File: src/rtl/fcu_pkg.sv
package fcu_pkg;

    typedef enum logic [2:0] {
        OP_ADD = 3'b000,
        OP_SUB = 3'b001,
        OP_AND = 3'b010,
        OP_EOR = 3'b011,
        OP_CMN = 3'b100,
        OP_CMP = 3'b101,
        OP_TST = 3'b110,
        OP_TEQ = 3'b111
    } fcu_op_e;

    typedef struct packed {
        logic n;
        logic z;
        logic c;
        logic v;
    } fcu_flags_t;

    function automatic logic op_is_compare(input logic [2:0] op);
        return op[2];
    endfunction

    function automatic logic op_is_logical(input logic [2:0] op);
        return op[1];
    endfunction

    // bit 0 selects subtract in the arithmetic class and XOR in the logical class
    function automatic logic op_alt(input logic [2:0] op);
        return op[0];
    endfunction

endpackage

File: src/rtl/fcu_shifter.sv
module fcu_shifter #(
    parameter int W = 32,
    localparam int SHW = $clog2(W)
) (
    input  logic [W-1:0]   din,
    input  logic           dir_right,
    input  logic [SHW-1:0] amt,
    output logic [W-1:0]   dout,
    output logic           carry,
    output logic           carry_ok
);

    logic [SHW-1:0] lsl_idx;
    logic [SHW-1:0] lsr_idx;

    // W is a power of two, so W - amt wraps to the same value as -amt
    assign lsl_idx  = SHW'(0) - amt;
    assign lsr_idx  = amt - SHW'(1);
    assign carry_ok = (amt != '0);

    always_comb begin
        if (dir_right) begin
            dout  = din >> amt;
            carry = din[lsr_idx];
        end else begin
            dout  = din << amt;
            carry = din[lsl_idx];
        end
    end

endmodule

File: src/rtl/fcu_datapath.sv
module fcu_datapath #(
    parameter int W = 32
) (
    input  logic [W-1:0] a,
    input  logic [W-1:0] b,
    input  logic         logical,
    input  logic         alt,
    output logic [W-1:0] value,
    output logic         add_c,
    output logic         add_v
);

    logic [W-1:0] b_eff;
    logic [W-1:0] low_sum;
    logic         c_into_msb;
    logic         msb_sum;
    logic         c_out_msb;
    logic [W-1:0] arith_val;
    logic [W-1:0] logic_val;

    assign b_eff = alt ? ~b : b;

    // lower bits summed separately to expose the carry into the top bit
    assign low_sum    = {1'b0, a[W-2:0]} + {1'b0, b_eff[W-2:0]} + {{(W-1){1'b0}}, alt};
    assign c_into_msb = low_sum[W-1];
    assign msb_sum    = a[W-1] ^ b_eff[W-1] ^ c_into_msb;
    assign c_out_msb  = (a[W-1] & b_eff[W-1]) | (c_into_msb & (a[W-1] ^ b_eff[W-1]));

    assign arith_val = {msb_sum, low_sum[W-2:0]};
    assign logic_val = alt ? (a ^ b) : (a & b);

    assign value = logical ? logic_val : arith_val;
    assign add_c = c_out_msb;
    assign add_v = c_out_msb ^ c_into_msb;

endmodule

File: src/rtl/flagcalc_unit.sv
module flagcalc_unit #(
    parameter int W = 32,
    localparam int SHW = $clog2(W)
) (
    input  logic           clk,
    input  logic           rst,
    input  logic           in_valid,
    input  logic [2:0]     op_code,
    input  logic           set_flags,
    input  logic [W-1:0]   opnd_a,
    input  logic [W-1:0]   opnd_b,
    input  logic           shift_dir,
    input  logic [SHW-1:0] shift_amt,
    output logic [W-1:0]   res_out,
    output logic           res_wr,
    output logic [3:0]     flags
);

    import fcu_pkg::*;

    logic [W-1:0] b_shifted;
    logic         sh_carry;
    logic         sh_carry_ok;
    logic [W-1:0] value;
    logic         add_c;
    logic         add_v;
    logic         is_cmp;
    logic         is_logic;
    logic         upd_flags;
    fcu_flags_t   flags_q;
    fcu_flags_t   flags_d;

    fcu_shifter #(.W(W)) u_shift (
        .din       (opnd_b),
        .dir_right (shift_dir),
        .amt       (shift_amt),
        .dout      (b_shifted),
        .carry     (sh_carry),
        .carry_ok  (sh_carry_ok)
    );

    fcu_datapath #(.W(W)) u_dp (
        .a       (opnd_a),
        .b       (b_shifted),
        .logical (is_logic),
        .alt     (op_alt(op_code)),
        .value   (value),
        .add_c   (add_c),
        .add_v   (add_v)
    );

    assign is_cmp    = op_is_compare(op_code);
    assign is_logic  = op_is_logical(op_code);
    assign upd_flags = in_valid && (is_cmp || set_flags);

    always_comb begin
        flags_d.n = value[W-1];
        flags_d.z = (value == '0);
        if (is_logic) begin
            flags_d.c = sh_carry_ok ? sh_carry : flags_q.c;
            flags_d.v = flags_q.v;
        end else begin
            flags_d.c = add_c;
            flags_d.v = add_v;
        end
    end

    always_ff @(posedge clk) begin
        if (rst) begin
            flags_q <= '0;
        end else if (upd_flags) begin
            flags_q <= flags_d;
        end
    end

    always_ff @(posedge clk) begin
        if (rst) begin
            res_out <= '0;
            res_wr  <= 1'b0;
        end else begin
            res_wr <= in_valid && !is_cmp;
            if (in_valid && !is_cmp) begin
                res_out <= value;
            end
        end
    end

    assign flags = flags_q;

endmodule

File: config.mk
export PLATFORM = sky130hd
export DESIGN_NAME = flagcalc_unit
export DESIGN_NICKNAME = d
export VERILOG_FILES = /design/src/rtl/fcu_pkg.sv /design/src/rtl/fcu_shifter.sv /design/src/rtl/fcu_datapath.sv /design/src/rtl/flagcalc_unit.sv
export SDC_FILE = /design/constraint.sdc
export NUM_CORES = 1
export LEC_CHECK = 0
export ABC_CLOCK_PERIOD_IN_PS = 6200
export BUFFER_PORTS_ARGS = -buffer_cell sky130_fd_sc_hd__buf_4
export CAP_MARGIN = 20
export CORE_MARGIN = 2
export CORE_UTILIZATION = 24
export DETAILED_ROUTE_END_ITERATION = 12
export PLACE_DENSITY = 0.4
export SYNTH_ARGS = -nofsm -noshare
export SYNTH_HDL_FRONTEND = slang
export SYNTH_HIERARCHICAL = 1
export SYNTH_SLANG_ARGS = --single-unit
File: constraint.sdc
create_clock -name clk -period 6.2 [get_ports clk]
set_input_delay 1.86 -clock clk [delete_from_list [all_inputs] [get_ports clk]]
set_output_delay 1.86 -clock clk [all_outputs]
set_load 0.005 [all_outputs]
==> summary.md <==
| Metric | Value |
|---|---|
| Met2 global-route usage | `0.319` |
| Peak Freq | `161 MHz` |
| Final global-route overflow total | `0` |
| Area of the core region | `0.0389 mm^2` |
| First-pass detailed-route iteration total | `6` |
| Cells along the critical path | `buf_16, buf_12, mux4_2, mux2_4, and2_1, a21oi_1, o32ai_2, buf_4, xor2_1, ha_1, nand2_2, or2_4, nor4_4, nor2_2, nor2b_4, o32ai_2, a21o_2, fa_1, nor2_1, a21oi_2, nor4_2, nand4_1, o31ai_2` |
| Yosys reg bits | `37` |
| Routability Congestion | `0.949` |
| CTS H-Tree Depth | `2` |
| Outcome | `finished, violations left` |
| Number of flops mapped to enable cells by yosys | `0` |
| Pin slew with the least headroom to its limit | `0.764 ns` |
| I/O pin count | `114` |
| Largest clock skew in the final design | `0 ns` |
| Via density per instance | `5.09` |
| Grt met3 use | `0.0114` |
| Area of the die | `0.0412 mm^2` |
| Final setup violation count | `1` |
| Post-synth net total | `1270` |
| Commonest cells post-synth | `sky130_fd_sc_hd__nand2_1, sky130_fd_sc_hd__a21oi_1, sky130_fd_sc_hd__nor2_1` |
| Most Crowded Layer GR | `met2` |
| HPWL after detailed placement | `32400 um` |
| Die Span Y | `203 um` |
| Routed wire length per instance | `19.6 um` |
| Most prevalent standard cell on the critical path | `sky130_fd_sc_hd__o32ai_2` |
| Proportion of netlist area held by the largest area contributor | `0.208` |
| Worst-case clock buffer depth | `2` |
| Area fraction in compound gates after synthesis | `0.201` |
| Synthesis Warnings | `6` |
| Vias after detailed routing | `10189` |
| Routed Wire Length | `39200 um` |
| End-of-flow core utilization | `0.354` |
| Category of the worst setup path capture point | `flop` |
| Adder and majority gate portion of the synthesized area | `0.0884` |
| Via count of the first global-routing pass | `10226` |
| Sequential share of the synthesized area | `0.0779` |
| Largest net degree at the start of global routing | `72` |
| Library cell contributing the largest single delay on the critical path | `sky130_fd_sc_hd__mux4_2` |
| Overall power of the completed layout | `2.14 mW` |
| Layout fillers | `4167` |
| Layout overhead on the synthesized area | `44.8%` |
| Hold crit path type | `flop to flop` |
| Die W | `203 um` |
| Worst setup slack before clock tree synthesis | `-0.611 ns` |
| Simple logic cell fraction of the synthesized area | `0.170` |
| Clock tree from TritonCTS | `built` |
| Number of hold violations in the final report | `0` |
| Arrival time reported for the critical path endpoint | `6.42 ns` |
| Dominant combinational cell family by area after synthesis | `multiplexers` |
| Register clock-pin slew on the reported worst setup and hold paths | `0.06 ns` |
| Total of hold buffers inserted after clock tree synthesis | `0` |
| Slew Limit Fails | `0` |
| Clock buffer count from CTS | `5` |
| Cell type contributing the most total cell area after synthesis | `sky130_fd_sc_hd__mux4_2` |
| Most numerous cell in the Yosys netlist | `sky130_fd_sc_hd__nand2_1` |
| Count of maximum capacitance violations | `0` |
| Library cells used by synthesis | `92` |
| Clock sink count | `37` |
| Worst slew margin relative to its limit | `0.491` |
| Total power per unit cell area | `156 mW/mm^2` |
| Largest cells by area after synthesis | `sky130_fd_sc_hd__mux4_2, sky130_fd_sc_hd__ha_1, sky130_fd_sc_hd__dfxtp_1` |
| Parity-gate share of the synthesized area counting xor and xnor cells | `0.0545` |
| Final Cycle Share | `1.00` |
| Mean instance size in the synthesized netlist | `8.44 um^2` |
| Category of the most critical setup path | `input pin to flop` |
| Insertion delay to the later sink of the worst-skew pair | `0.29 ns` |
| Maximum fanout encountered on the critical timing path | `8` |
| Final worst-path setup slack | `-0.0149 ns` |
| Starting density of the core | `0.244` |
| Antenna violations before repair | `0` |
| Dominant register cell in the synthesized netlist | `sky130_fd_sc_hd__dfxtp_1` |
| DRC errors left | `0` |
| Share of cell area taken by muxes after synthesis | `0.329` |
| Unrepaired setup endpoints after global routing | `yes` |
| Startpoint type of the worst setup path | `input pin` |
| Synthesized instance count | `1127` |
| Post-synth ARST share | `0` |
| Worst path required time | `6.41 ns` |
| Global-route wire length before repair | `60800 um` |
| Root Buffer | `sky130_fd_sc_hd__clkbuf_16` |
| Count of port buffers added during placement | `113` |
| Maximum cell stage delay along the critical path | `0.51 ns` |
| Count of inserted antenna diode cells | `0` |
| Final critical-path required period | `6.21 ns` |
| Netlist area before placement | `0.00951 mm^2` |
| Layout Nets | `1627` |
| Leakage power | `6.01 nW` |
| Fraction of layout cells with a size suffix above 1 | `0.465` |
| DRC marker count from the first detailed-route iteration | `730` |
| GRT met1 Usage | `0.260` |
| Standard-cell row count | `72` |
| Routed Antenna Nets | `0` |
| Overall fraction of global-route tracks in use | `0.188` |
| Max rail drop VDD | `0.0993 mV` |
| Violations in the final reports | `setup timing` |
==> critical path, delay by kind of cell <==
| kind | cells | cell delay, ns |
|---|---|---|
| adder cells (fa/ha/maj) | 2 | 0.73 |
| buffers and inverters | 3 | 0.42 |
| AO/OA/AOI/OAI | 6 | 0.93 |
| AND/OR/NAND/NOR | 9 | 1.53 |
| XOR/XNOR | 1 | 0.14 |
| multiplexers | 2 | 0.83 |
==> state kept, by name, summed over array words and instances, names as in the netlist <==
| signal | count |
|---|---|
| res_out | 32 |
| flags | 4 |
| res_wr | 1 |
==> final cells by class <==
| cell class | instances | area, um^2 | share of cell area |
|---|---|---|---|
| clock buffers | 6 | 129 | 0.00936 |
| clock inverters | 2 | 10.0 | 0.000727 |
| inverters | 19 | 71.3 | 0.00518 |
| multi-input cells | 947 | 8300 | 0.603 |
| flip-flops and latches | 37 | 741 | 0.0538 |
| well taps | 518 | 648 | 0.0471 |
| repair buffers | 474 | 3870 | 0.281 |
==> per-layer routing <==
layer | part of all wire | up-vias
met2 | 0.47 | 318
met1 | 0.46 | 4861
met4 | 0.022 | 0
met5 | 0 | -
met3 | 0.043 | 38
li1 | - | 4972
==> where the power goes <==
part	internal [mW]	switching (mW)	leakage [nW]	total, mW
clock network	0.148	0.0971	0.0706	0.245
logic	0.837	0.796	5.64	1.63
registers	0.257	0.00977	0.302	0.267
==> stage by stage <==
step           TNS (ns)  cells  area, um^2  hold slack (ns)
2_1_floorplan         0   1127        9570            0.453
3_3_place_gp      -5.30   1974       13100            0.444
3_5_place_dp      -4.99   1974       13100            0.447
4_1_cts               0   1995       13600            0.455
5_1_grt          -0.470   2003       13800            0.468
6_report        -0.0149   2003       13800            0.454
==> cells by family after synthesis <==
logic type	after synthesis
and+or+nand+nor	340
buffers and inverters	143
adders and majority gates	66
muxes	192
DFF	37
AOI/OAI and AO/OA	292
xor gates and xnor gates	57
==> final timing paths <==
| path | slack (ns) | endpoint | start | depth (start not counted) |
|---|---|---|---|---|
| setup / recovery | -0.01 | flags[2] | shift_amt[1] | 23 |
| hold / removal | 0.45 | res_out[11] | res_out[11] | 2 |
| setup reg to reg | 5.50 | flags[1] | flags[1] | 2 |
| hold reg to reg | 0.45 | res_out[11] | res_out[11] | 2 |
==> layout by cell type (no fill, tap or decap), types with 19 or more instances in the layout <==
cell / Yosys / routed
sky130_fd_sc_hd__mux2_2: 29 / 24
sky130_fd_sc_hd__a21oi_2: 10 / 19
sky130_fd_sc_hd__nor3_1: 22 / 22
sky130_fd_sc_hd__nor2_1: 91 / 89
sky130_fd_sc_hd__xor2_1: 41 / 41
sky130_fd_sc_hd__nand2_1: 118 / 116
sky130_fd_sc_hd__ha_1: 64 / 64
sky130_fd_sc_hd__buf_4: 15 / 447
sky130_fd_sc_hd__mux4_2: 88 / 88
sky130_fd_sc_hd__dfxtp_1: 37 / 37
sky130_fd_sc_hd__mux2i_1: 70 / 63
sky130_fd_sc_hd__a21oi_1: 92 / 81
sky130_fd_sc_hd__o21ai_0: 55 / 47
==> repair_timing <==
action / 4_1_cts / 5_1_grt
cloned: 2 / 0
gates resized for setup: 46 / 33
pin swaps: 15 / 14
buffers inserted: 11 / 9
setup endpoints to repair: 7 / 9
(Power assumes the default switching activity.)
